<file path="config.mk">
export PLATFORM = sky130hd
export DESIGN_NAME = prog_entry_gate
export DESIGN_NICKNAME = d
export VERILOG_FILES = /design/src/rtl/peg_pkg.sv /design/src/rtl/peg_dr_chain.sv /design/src/rtl/peg_mode_ctl.sv /design/src/rtl/prog_entry_gate.sv
export SDC_FILE = /design/constraint.sdc
export NUM_CORES = 1
export LEC_CHECK = 0
export BUFFER_PORTS_ARGS = -buffer_cell sky130_fd_sc_hd__buf_2
export CAP_MARGIN = 30
export CORE_MARGIN = 2
export CORE_UTILIZATION = 59
export DETAILED_ROUTE_END_ITERATION = 8
export GPL_ROUTABILITY_DRIVEN = 0
export PLACE_DENSITY = 0.78
export SLEW_MARGIN = 20
export SYNTH_ARGS = -nofsm -noshare
export SYNTH_HDL_FRONTEND = slang
export SYNTH_SLANG_ARGS = --single-unit
</file>
<file path="constraint.sdc">
create_clock -name clk_i -period 1.95 [get_ports clk_i]
set_clock_uncertainty 0.15 [all_clocks]
set_input_delay 0.0975 -clock clk_i [delete_from_list [all_inputs] [get_ports clk_i]]
set_output_delay 0.0975 -clock clk_i [all_outputs]
set_load 0.02 [all_outputs]
</file>
<file path="src/rtl/peg_pkg.sv">
package peg_pkg;

    // Which scan chain drives the serial output
    typedef enum logic [1:0] {
        CH_NONE = 2'd0,
        CH_HOLD = 2'd1,
        CH_KEY  = 2'd2
    } chain_sel_e;

    // Unlock register has priority when both selects are high
    function automatic chain_sel_e pick_chain(input logic sel_hold, input logic sel_key);
        if (sel_key)       return CH_KEY;
        else if (sel_hold) return CH_HOLD;
        else               return CH_NONE;
    endfunction

    typedef struct packed {
        logic armed;
    } mode_state_t;

endpackage

</file>
<file path="src/rtl/peg_dr_chain.sv">
module peg_dr_chain #(
    parameter int unsigned WIDTH = 16
) (
    input  logic             clk_i,
    input  logic             rst_ni,
    input  logic             clr_i,
    input  logic             sel_i,
    input  logic             capture_i,
    input  logic             shift_i,
    input  logic             update_i,
    input  logic             si_i,
    output logic             so_o,
    output logic [WIDTH-1:0] chain_o,
    output logic [WIDTH-1:0] held_o
);

    typedef struct packed {
        logic [WIDTH-1:0] chain;
        logic [WIDTH-1:0] held;
    } dr_state_t;

    dr_state_t st_d, st_q;
    logic [WIDTH-1:0] shifted;

    // Chain moves towards bit 0; serial input enters at the top bit
    generate
        if (WIDTH == 1) begin : g_single
            assign shifted = si_i;
        end else begin : g_multi
            assign shifted = {si_i, st_q.chain[WIDTH-1:1]};
        end
    endgenerate

    always_comb begin
        st_d = st_q;
        if (clr_i) begin
            st_d.chain = '0;
            st_d.held  = '0;
        end else if (sel_i) begin
            if (capture_i)     st_d.chain = st_q.held;
            else if (shift_i)  st_d.chain = shifted;
            if (update_i)      st_d.held  = st_q.chain;
        end
    end

    always_ff @(posedge clk_i or negedge rst_ni) begin
        if (!rst_ni) st_q <= '0;
        else         st_q <= st_d;
    end

    assign so_o    = st_q.chain[0];
    assign chain_o = st_q.chain;
    assign held_o  = st_q.held;

endmodule

</file>
<file path="src/rtl/peg_mode_ctl.sv">
module peg_mode_ctl
    import peg_pkg::*;
#(
    parameter int unsigned       KEY_W   = 16,
    parameter logic [KEY_W-1:0]  KEY_VAL = 16'hA370
) (
    input  logic             clk_i,
    input  logic             rst_ni,
    input  logic             clr_i,
    input  logic             hold_q_i,
    input  logic             hold_upd_i,
    input  logic             hold_new_i,
    input  logic             key_upd_i,
    input  logic [KEY_W-1:0] key_new_i,
    output logic             prog_mode_o
);

    mode_state_t st_d, st_q;
    logic        key_hit;

    assign key_hit = (key_new_i == KEY_VAL);

    always_comb begin
        st_d = st_q;
        if (clr_i) begin
            st_d.armed = 1'b0;
        end else if (hold_upd_i && !hold_new_i) begin
            // Releasing the core always disarms
            st_d.armed = 1'b0;
        end else if (key_upd_i) begin
            // Key only counts when the core is already held
            st_d.armed = key_hit && hold_q_i;
        end else if (!hold_q_i) begin
            st_d.armed = 1'b0;
        end
    end

    always_ff @(posedge clk_i or negedge rst_ni) begin
        if (!rst_ni) st_q <= '0;
        else         st_q <= st_d;
    end

    assign prog_mode_o = st_q.armed && hold_q_i;

endmodule

</file>
<file path="src/rtl/prog_entry_gate.sv">
module prog_entry_gate
    import peg_pkg::*;
#(
    parameter int unsigned       KEY_W   = 16,
    parameter logic [KEY_W-1:0]  KEY_VAL = 16'hA370
) (
    input  logic clk_i,
    input  logic rst_ni,
    input  logic tlr_i,
    input  logic sel_hold_i,
    input  logic sel_key_i,
    input  logic capture_i,
    input  logic shift_i,
    input  logic update_i,
    input  logic tdi_i,
    output logic tdo_o,
    output logic core_hold_o,
    output logic prog_mode_o
);

    localparam int unsigned HOLD_W = 1;

    chain_sel_e        active;
    logic              hold_sel, key_sel;
    logic              hold_so, key_so;
    logic [HOLD_W-1:0] hold_chain, hold_held;
    logic [KEY_W-1:0]  key_chain, key_held;

    assign active   = pick_chain(sel_hold_i, sel_key_i);
    assign hold_sel = (active == CH_HOLD);
    assign key_sel  = (active == CH_KEY);

    peg_dr_chain #(.WIDTH(HOLD_W)) i_hold_dr (
        .clk_i     (clk_i),
        .rst_ni    (rst_ni),
        .clr_i     (tlr_i),
        .sel_i     (hold_sel),
        .capture_i (capture_i),
        .shift_i   (shift_i),
        .update_i  (update_i),
        .si_i      (tdi_i),
        .so_o      (hold_so),
        .chain_o   (hold_chain),
        .held_o    (hold_held)
    );

    peg_dr_chain #(.WIDTH(KEY_W)) i_key_dr (
        .clk_i     (clk_i),
        .rst_ni    (rst_ni),
        .clr_i     (tlr_i),
        .sel_i     (key_sel),
        .capture_i (capture_i),
        .shift_i   (shift_i),
        .update_i  (update_i),
        .si_i      (tdi_i),
        .so_o      (key_so),
        .chain_o   (key_chain),
        .held_o    (key_held)
    );

    peg_mode_ctl #(.KEY_W(KEY_W), .KEY_VAL(KEY_VAL)) i_mode_ctl (
        .clk_i       (clk_i),
        .rst_ni      (rst_ni),
        .clr_i       (tlr_i),
        .hold_q_i    (hold_held[0]),
        .hold_upd_i  (hold_sel && update_i),
        .hold_new_i  (hold_chain[0]),
        .key_upd_i   (key_sel && update_i),
        .key_new_i   (key_chain),
        .prog_mode_o (prog_mode_o)
    );

    always_comb begin
        unique case (active)
            CH_HOLD: tdo_o = hold_so;
            CH_KEY:  tdo_o = key_so;
            default: tdo_o = 1'b0;
        endcase
    end

    assign core_hold_o = hold_held[0];

    // Held unlock value is only observed through its chain on capture
    logic unused_key_held;
    assign unused_key_held = ^key_held;

endmodule

</file>
== Yosys cells after proc, flatten, opt, wreduce, memory -nomap -nowiden ==
Index checks and enable logic that the tools add are counted.

* Register bits after elaboration: 35
* Logic and storage cells: 40
* Output and inout bits: 3
* Bits of input ports: 9

* Equal/unequal tests: 4
* Muxes and demuxes: 17
* Reductions and logical operators: 14

{| class="wikitable"
|+ Operator list
! operator !! number
|-
| 32-bit 2-to-1 mux || 2
|-
| 16-bit 2-to-1 mux || 3
|-
| 16-bit equality test (second input constant) || 1
|-
| 1-bit 2-to-1 mux || 8
|-
| 2-bit AND reduction || 4
|-
| 2-bit 2-to-1 mux || 3
|-
| 2-bit nonzero test || 3
|-
| 1-bit logical AND || 5
|-
| 4-bit by 2-bit != test with 1-bit output (second input constant) || 1
|-
| 3-bit nonzero test || 1
|-
| 2-bit by 1-bit equality test with 1-bit output (second input constant) || 1
|-
| 2-bit equality test (second input constant) || 1
|-
| 1-bit one-hot mux with 2 select lines || 1
|-
| 1-bit zero test || 1
|}

== Logic depth before layout (Yosys ltp) ==
Gate-level depths: netlist (run 1).

* Depth in word-level cells: 7
* Gate-level depth with buffers: 6

== Modules after synthesis ==
From an unflattened synthesis (run 1), not the netlist that was laid out.

* Cells, all modules: 178
* Area total of the unflattened synthesis: 2018.2 µm²

{| class="wikitable"
|+ By module, submodules not included
! module !! area each (µm²) !! cells each !! instances !! sequential area each (µm²)
|-
| peg_dr_chain (i_key_dr) || 1750.4 || 148 || 1 || 800.8
|-
| peg_mode_ctl || 120.1 || 11 || 1 || 25.0
|-
| peg_dr_chain (i_hold_dr) || 108.9 || 12 || 1 || 50.0
|-
| prog_entry_gate || 38.8 || 7 || 1 || 0.0
|}

== Least setup slack after synthesis (run 1) ==
OpenSTA, ideal clock, no wires.

* Kind: input -> register
* Start point: input port capture_i
* End point: register i_key_dr.st_q (netlist bit i_key_dr.chain_o[10])
* Library setup time: 125 ps
* Data arrival time: 1204 ps
* Slack: 471 ps
* Stages: 5
* Cell sequence: buf_6 or2_4 a21oi_4 buf_12 mux2_4

* Cells in the longest elaborated chain, start to end: 3
* Elaborated cells on any way between the ends: 5
* Classes of those cells: mux: 3; reduce/logical: 2

{| class="wikitable"
|+ RTL lines
! item !! RTL line !! source
|-
| from (decl) || prog_entry_gate.sv:12 || <nowiki>input logic capture_i,</nowiki>
|-
| 16-bit 2-to-1 mux || peg_dr_chain.sv:40 || <nowiki>if (capture_i) st_d.chain = st_q.held;</nowiki>
|-
| 32-bit 2-to-1 mux || peg_dr_chain.sv:39 || <nowiki>end else if (sel_i) begin</nowiki>
|-
| 32-bit 2-to-1 mux || peg_dr_chain.sv:36 || <nowiki>if (clr_i) begin</nowiki>
|-
| to (signal assigned) || peg_dr_chain.sv:48 || <nowiki>else st_q <= st_d;</nowiki>
|-
| to (decl) || peg_dr_chain.sv:22 || <nowiki>dr_state_t st_d, st_q;</nowiki>
|}

Parallel ways exist; a longest one is shown, timed or not. The select of a mux whose other input is x is not followed.
A chain may end at the register's enable or synchronous reset.

== Final worst setup path (run 1) ==
* Start point: register i_key_dr.st_q (netlist bit i_key_dr.chain_o[3])
* End point: register i_mode_ctl.st_q

* Cells in the longest elaborated chain, start to end: 5

{| class="wikitable"
|+ RTL lines
! item !! RTL line !! source
|-
| 16-bit equality test || peg_mode_ctl.sv:21 || <nowiki>assign key_hit = (key_new_i == KEY_VAL);</nowiki>
|-
| 1-bit logical AND || peg_mode_ctl.sv:32 || <nowiki>st_d.armed = key_hit && hold_q_i;</nowiki>
|-
| 1-bit 2-to-1 mux || peg_mode_ctl.sv:30 || <nowiki>end else if (key_upd_i) begin</nowiki>
|-
| 1-bit 2-to-1 mux || peg_mode_ctl.sv:27 || <nowiki>end else if (hold_upd_i && !hold_new_i) begin</nowiki>
|-
| 1-bit 2-to-1 mux || peg_mode_ctl.sv:25 || <nowiki>if (clr_i) begin</nowiki>
|-
| to (signal assigned) || peg_mode_ctl.sv:40 || <nowiki>else st_q <= st_d;</nowiki>
|-
| to (decl) || peg_mode_ctl.sv:18 || <nowiki>mode_state_t st_d, st_q;</nowiki>
|}

Every way passes these cells.

==> results.md, run 1 <==
- F_max: 0.608 GHz
- Area leader, netlist: dfrtp_1
- Fin crit period: 1.65 ns
- Critical path class: flip-flop to flip-flop
- PortBufs: 11
- Die ar.: 0.00345 mm2
- TritonCTS clock tree: done
- Post-route DRC: 0
- Slowest Stage Delay on Critical Path: 0.53 ns
- Vias per cell: 5.92
- Avg Cell Area, Syn: 10.5 um2
- Main combinational cell family by area after synthesis: multiplexers
- Syn Nets: 178
- Root buf cell: clkbuf_4
- Final setup viols: 0
- Unrepaired setup endpoints after global routing: false
- Clock network power share: 0.292
- DP Cell Count: 203
- Clk slew on worst S/H paths: 0.10 ns
- Final slew viol count: 0
- Die height: 58.8 um
- Die Wd: 58.8 um
- Total power: 1.20 mW
- Layout cell share with drive strength beyond 1: 0.204
- Net switching power: 0.300 mW
- CTS Buf Count: 5
- Final #Nets: 191
- Crit path max fanout: 4
- Post-Route WL: 3.44 mm
- Clk buf depth: 2
- Internal power: 0.899 mW
- Max-Cap Viols: 0
- Post-synth top area share: 0.495
- Layout area overhead: 6.65%
- Logic gate share of total power: 0.096
- Sequential fraction of the synthesis area: 0.495
- Complex-gate fraction of the synthesized area: 0.0693
- Crit path buf inv count: 0
- Antenna Cells: 0
- Slowest cell on the critical path: or4b_1
- Vias: 1256
- Distinct cells, synth: 26
- Synth Cell Area: 0.00177 mm2
- Status: finished, final reports clean
- # IOs: 12
- Post-synthesis xor/xnor area fraction: 0
- Initial antenna violation count: 0
- GRT Util Overall: 0.231
- Pin count of the biggest net entering global routing: 36
- Reg power frac: 0.613
- ANT nets after route: 0
- Most common cell after layout, fill and taps aside: nand2_1
- Post-synthesis simple-gate area fraction: 0.169
- Final hold viol count: 0
- Peak supply drop: 427 uV
- Detailed Routing Iterations Pass 1: 7
- Final Cycle Share: 0.844
- Adder-cell share of the synthesized area: 0
- WL per Instance: 16.2 um
- Cell family with most CP delay: simple AND/OR/NAND/NOR gates
- Worst setup SP type: flip-flop
- Crit path arrival time: 1.77 ns
- R2R Setup Slk: 0.30 ns
- Yosys reg bits: 35
- Slew at the pin with the worst max-slew slack: 0.746 ns
- Largest cells by area after synthesis: dfrtp_1 (50%), mux2i_1 (10%), mux2_4 (8.5%)
- First-pass GRT wire length: 5.78 mm
- CP Cell Sequence: or4b_1 > nor4_1 > a32o_1
- DR iter-0 viols: 87
- Global-route congestion overflow total: 0
- Fin cells: 212
- # resized after CTS: 0
- Syn. warnings: 0
- Starting Density: 0.631
- Worst path required time: 2.08 ns
- Layout Utilization: 0.673
- HPWL after DPL: 2.22 mm
- Clk sinks: 35
- Most frequent cells in the layout: nand2_1 (37), dfrtp_1 (35), mux2i_1 (18), nor2_1 (17), a21oi_1 (16)
- # rows: 19
- PD cells: 636 mW/mm2
- Worst min path class: input pin to flip-flop
- Vias in the first global route: 1199
- Multiplexer share of the synthesized area: 0.225
- Worst slew margin: 0.502
- Cell count after synthesis: 169
- Core outline area: 0.00281 mm2
- Clock latency on the worst-skew pair: 0.34 ns
- Final setup TNS: 0 ns
- Setup crit end kind: flip-flop
- Sw Ratio: 0.250
- Static leakage: 0.894 nW
- H-tree levels: 2
-- synthesized netlist by cell type --
cell,number
inv_1,1
buf_2,4
mux2_2,6
a21oi_1,16
mux2_4,10
and4_1,1
a32o_1,1
and2_1,2
a31oi_1,1
buf_12,1
or2_4,1
or4b_1,1
nor4bb_1,1
nor4_1,2
nor3_1,1
a21oi_4,1
mux2i_1,18
nand2_1,37
buf_6,1
nand4b_1,1
dfrtp_1,35
nor2_1,17
clkbuf_1,5
o21ai_0,2
nor2b_1,2
nand3b_1,1
-- area by class of cell --
cell class | instances | area (um2)
sequential | 35 | 876
clock buffer | 6 | 41.3
timing repair buffer | 17 | 108
multi-input combinational | 122 | 820
fill | 225 | 918
tap | 31 | 38.8
inverter | 1 | 3.75
-- repair_timing --
action,CTS,global route
setup buffers,0,0
hold buffers,3,0
setup endpoints to repair,0,0
hold endpoints to repair,37,0
-- worst register-to-register path, stage by stage, from the launching register on --
cell	delay (ns)
dfrtp_1	0.42
or4b_1	0.53
nor4_1	0.27
a32o_1	0.23
-- power groups by stage --
| stage | clock network (mW) | registers [mW] | logic [mW] |
|---|---|---|---|
| finish | 0.350 | 0.735 | 0.115 |
| global route | 0.382 | 0.735 | 0.126 |
| CTS | 0.363 | 0.735 | 0.115 |
| detailed placement | 0 | 0.749 | 0.110 |
| global placement | 0 | 0.748 | 0.109 |
| floorplan | 0 | 0.748 | 0.0781 |
-- cells by family after synthesis --
kind of cell | after synthesis
mux | 34
buf+inv | 12
flops | 35
simple gates | 67
compound gates | 21
-- state kept, by name, summed over array words and instances, names as in the netlist --
name               flops
i_key_dr.chain_o      16
i_hold_dr.held_o       1
i_key_dr.held_o       16
i_mode_ctl.st_q        1
i_hold_dr.chain_o      1
-- per-layer routing --
metal / vias to the layer above / wire, um / global-route usage
met2: 18 / 1650 / 0.348
met1: 634 / 1610 / 0.317
li1: 598 / - / -
met5: - / 0 / 0
met3: 6 / 117 / 0.0659
met4: 0 / 58 / 0.0877
-- through the flow --
step | cell area [um2] | setup slack, ns | hold WS, ns
3_5_place_dp | 1820 | 0.314 | 0.0599
2_1_floorplan | 1770 | 0.471 | -0.348
3_3_place_gp | 1820 | 0.353 | 0.0608
4_1_cts | 1890 | 0.292 | 0.00892
6_report | 1890 | 0.305 | 0.0166
5_1_grt | 1890 | 0.261 | 0.0386
-- worst paths after layout --
path,start,end,cells after the start
worst max-delay path,i_key_dr.chain_o[3],i_mode_ctl.st_q,3
worst min-delay path,tlr_i,i_hold_dr.held_o,2
worst max register to register,i_key_dr.chain_o[3],i_mode_ctl.st_q,3
worst min register to register,i_key_dr.held_o[11],i_key_dr.held_o[11],2
max in group asynchronous,rst_ni,i_hold_dr.chain_o,2
min in group asynchronous,rst_ni,i_key_dr.held_o[12],2
No activity file was read; power rests on OpenSTA's default activity.
==> run 2: changes to the inputs <==
--- a/config.mk
+++ b/config.mk
@@ -5,13 +5,14 @@
 export SDC_FILE = /design/constraint.sdc
 export NUM_CORES = 1
 export LEC_CHECK = 0
+export ABC_AREA = 1
 export BUFFER_PORTS_ARGS = -buffer_cell sky130_fd_sc_hd__buf_2
 export CAP_MARGIN = 30
 export CORE_MARGIN = 2
-export CORE_UTILIZATION = 59
+export CORE_UTILIZATION = 52
 export DETAILED_ROUTE_END_ITERATION = 8
 export GPL_ROUTABILITY_DRIVEN = 0
-export PLACE_DENSITY = 0.78
+export PLACE_DENSITY = 0.73
 export SLEW_MARGIN = 20
 export SYNTH_ARGS = -nofsm -noshare
 export SYNTH_HDL_FRONTEND = slang
==> constraint.sdc (replaced) <==
create_clock -name clk_i -period 1.4 [get_ports clk_i]
set_clock_uncertainty 0.15 [all_clocks]
set_input_delay 0.07 -clock clk_i [delete_from_list [all_inputs] [get_ports clk_i]]
set_output_delay 0.07 -clock clk_i [all_outputs]
set_load 0.02 [all_outputs]
==> run 2 against run 1 <==
Against the previous run: die area increased by 1.8%; non-clock buffer count rose by 11; clock power increased by 60%; routed wire length up 0.70%; largest cell class unchanged.
==> results.md, run 2 <==
- Setup crit end kind: flip-flop
- Max-Cap Viols: 0 (unchanged)
- Most common cell after layout, fill and taps aside: inv_1
- Die ar.: 0.00351 mm2 (+1.8%)
- CTS Buf Count: 5 (unchanged)
- Antenna Cells: 0 (unchanged)
- Root buf cell: clkbuf_4
- Grt peak-use layer: met2
- HPWL after DPL: 2.25 mm (+1.1%)
- Sw Ratio: 0.257 (+0.00712)
- H-tree levels: 2 (unchanged)
- Vias: 1336 (+6.4%)
- Starting Density: 0.534 (-0.0971)
- Final setup TNS: 0 ns (unchanged)
- Detailed Routing Iterations Pass 1: 4 (-3)
- Hold path endpoint: i_hold_dr.chain_o
- Synth Cell Area: 0.00159 mm2 (-10%)
- Crit path arrival time: 1.47 ns (-0.30 ns)
- Worst R2R Start: i_key_dr.chain_o[13]
- Clk sinks: 35 (unchanged)
- TritonCTS clock tree: done
- Most frequent cells in the layout: inv_1 (39), dfrtp_1 (35), o22ai_1 (33), nand2_1 (32), o21ai_0 (15)
- Layout area overhead: 18.0%
- GR Layer Usage met1: 0.303 (-0.0136)
- Final #Nets: 219 (+15%)
- Post-synth top area share: 0.551 (+0.0561)
- GRT Util Overall: 0.226 (-0.00469)
- Worst R2R End: i_key_dr.held_o[13]
- Post-route DRC: 0 (unchanged)
- Final hold viol count: 0 (unchanged)
- Logic gate share of total power: 0.107 (+0.011)
- # IOs: 12 (unchanged)
- Vias per cell: 5.50 (-7.2%)
- ANT nets after route: 0 (unchanged)
- Internal power: 1.32 mW (+47%)
- Yosys reg bits: 35 (unchanged)
- Worst setup SP type: flip-flop
- R2R Setup Slk: 0.03 ns (-0.27 ns)
- Critical path class: flip-flop to flip-flop
- Final slew viol count: 0 (unchanged)
- Number of enable flip-flop cells after synthesis: 0 (unchanged)
- Avg Cell Area, Syn: 8.73 um2 (-17%)
- Largest cells by area after synthesis: dfrtp_1 (55%), o22ai_1 (13%), inv_1 (9.2%)
- Net switching power: 0.458 mW (+53%)
- # rows: 20 (+1)
- Worst hold stages: 4 (+2)
- Syn. warnings: 0 (unchanged)
- Top-count cell post-synth: inv_1
- Global-route congestion overflow total: 0 (unchanged)
- Final setup viols: 0 (unchanged)
- Vias in the first global route: 1253 (+4.5%)
- First-pass GRT wire length: 5.73 mm (-0.85%)
- Core outline area: 0.00298 mm2 (+6.2%)
- PD cells: 948 mW/mm2 (+49%)
- Ys async rst share: 1.00 (unchanged)
- Reg power frac: 0.577 (-0.036)
- Clock network power share: 0.315 (+0.023)
- Post-Route WL: 3.46 mm (+0.70%)
- M2 GR Usage: 0.347 (-0.000680)
- Initial antenna violation count: 0 (unchanged)
- Crit path max fanout: 2 (-2)
- Synth Flop Type: dfrtp_1
- Critical hold path startpoint: shift_i
- Layout fillers: 235 (+4.4%)
- Clk buf depth: 2 (unchanged)
- Cell count after synthesis: 182 (+7.7%)
- Top cells by count, synth: inv_1 (39), dfrtp_1 (35), o22ai_1 (34)
- Area leader, netlist: dfrtp_1
- DP Cell Count: 225 (+11%)
- PortBufs: 11 (unchanged)
- Clock latency on the worst-skew pair: 0.35 ns (about the same)
- Register-to-Register Path Depth: 3 (unchanged)
- Multi-input gate area: 529 um2 (-35%)
- Total power: 1.78 mW (+48%)
- Sequential fraction of the synthesis area: 0.551 (+0.0561)
- Slew at the pin with the worst max-slew slack: 0.657 ns (-0.0893 ns)
- Fin crit period: 1.37 ns (-0.277 ns)
- Worst slew margin: 0.561 (+0.0585)
- Clk slew on worst S/H paths: 0.11 ns (about the same)
- Layout Utilization: 0.630 (-0.0428)
- FF+latch area: 876 um2 (unchanged)
- Worst min path class: input pin to flip-flop
- Pin count of the biggest net entering global routing: 33 (-8.3%)
- Final Cycle Share: 0.977 (+0.133)
- Worst path required time: 1.50 ns (-0.58 ns)
- Unrepaired setup endpoints after global routing: false
- Syn Nets: 191 (+7.3%)
- Die Wd: 59.3 um (+0.88%)
- Layout cell share with drive strength beyond 1: 0.143 (-0.0616)
- Grt met3 use: 0.0721 (+0.00612)
- Status: finished, final reports clean
- Static leakage: 0.840 nW (-6.1%)
- DR iter-0 viols: 77 (-11%)
- F_max: 0.731 GHz (+20%)
- Distinct cells, synth: 18 (-31%)
- WL per Instance: 14.2 um (-12%)
- Fin cells: 243 (+15%)
- Peak supply drop: 567 uV (+33%)
- Die height: 59.3 um (+0.88%)
run 2: cell types whose count changed after synthesis, moves of 10 or more:
cell | previous run | this run
mux2i_1 | 18 | 0
o21ai_0 | 2 | 15
a21oi_1 | 16 | 3
inv_1 | 1 | 39
nor2_1 | 17 | 5
o22ai_1 | 0 | 34
mux2_4 | 10 | 0
run 2: power by group through the flow:
stage,clock network [mW],logic (mW),registers (mW)
2_1_floorplan,0,0.0916,1.05
3_3_place_gp,0,0.160,1.05
3_5_place_dp,0,0.165,1.05
4_1_cts,0.560,0.186,1.03
5_1_grt,0.614,0.209,1.03
6_report,0.561,0.191,1.03
run 2: final cells by class:
cell class	count	area share
multi-input combinational	100	0.282
clock inverter	1	0.00267
inverter	40	0.0801
clock buffer	6	0.0274
sequential	35	0.467
timing repair buffer	28	0.119
tap	33	0.0220
run 2: layer usage:
metal	share of wire	vias up
met5	0	-
li1	-	655
met4	0.016	0
met2	0.49	24
met1	0.46	651
met3	0.042	6
run 2: worst max path at each step:
stage                                 to                  from  slack [ns]
detailed placement   i_key_dr.chain_o[7]                 tlr_i        0.01
global placement    i_key_dr.chain_o[13]                 tlr_i        0.06
floorplan              i_hold_dr.chain_o      i_hold_dr.held_o        0.33
global route                       tdo_o   i_key_dr.chain_o[0]      0.0006
finish               i_key_dr.held_o[13]  i_key_dr.chain_o[13]        0.03
CTS                  i_key_dr.held_o[13]  i_key_dr.chain_o[13]        0.03
run 2: stage by stage:
| stage | cell area [um2] | setup WS, ns | hold slack (ns) |
|---|---|---|---|
| finish | 1880 | 0.0318 | 0.00904 |
| global route | 1880 | 0.000619 | 0.0139 |
| CTS | 1860 | 0.0308 | 0.00476 |
| detailed placement | 1700 | 0.0131 | -0.0975 |
| global placement | 1700 | 0.0573 | -0.104 |
| floorplan | 1590 | 0.334 | -0.376 |
run 2: timing repair:
item	CTS	global route
endpoints found under the hold margin	41	0
endpoints found under the setup margin	0	1
resized for setup	0	2
hold buffers	10	0
buffers inserted	0	1
run 2: cell families after synthesis:
| group | after synthesis | synth area share |
|---|---|---|
| AO/OA/AOI/OAI | 56 | 0.212 |
| buffers and inverters | 47 | 0.120 |
| AND/OR/NAND/NOR | 44 | 0.117 |
| flip-flops | 35 | 0.551 |
run 2: worst max-delay path: stages (launching register included):
cell           delay (ns)
dfrtp_1              0.40
nand2_1              0.10
o22ai_1              0.07
dlygate4sd3_1        0.55
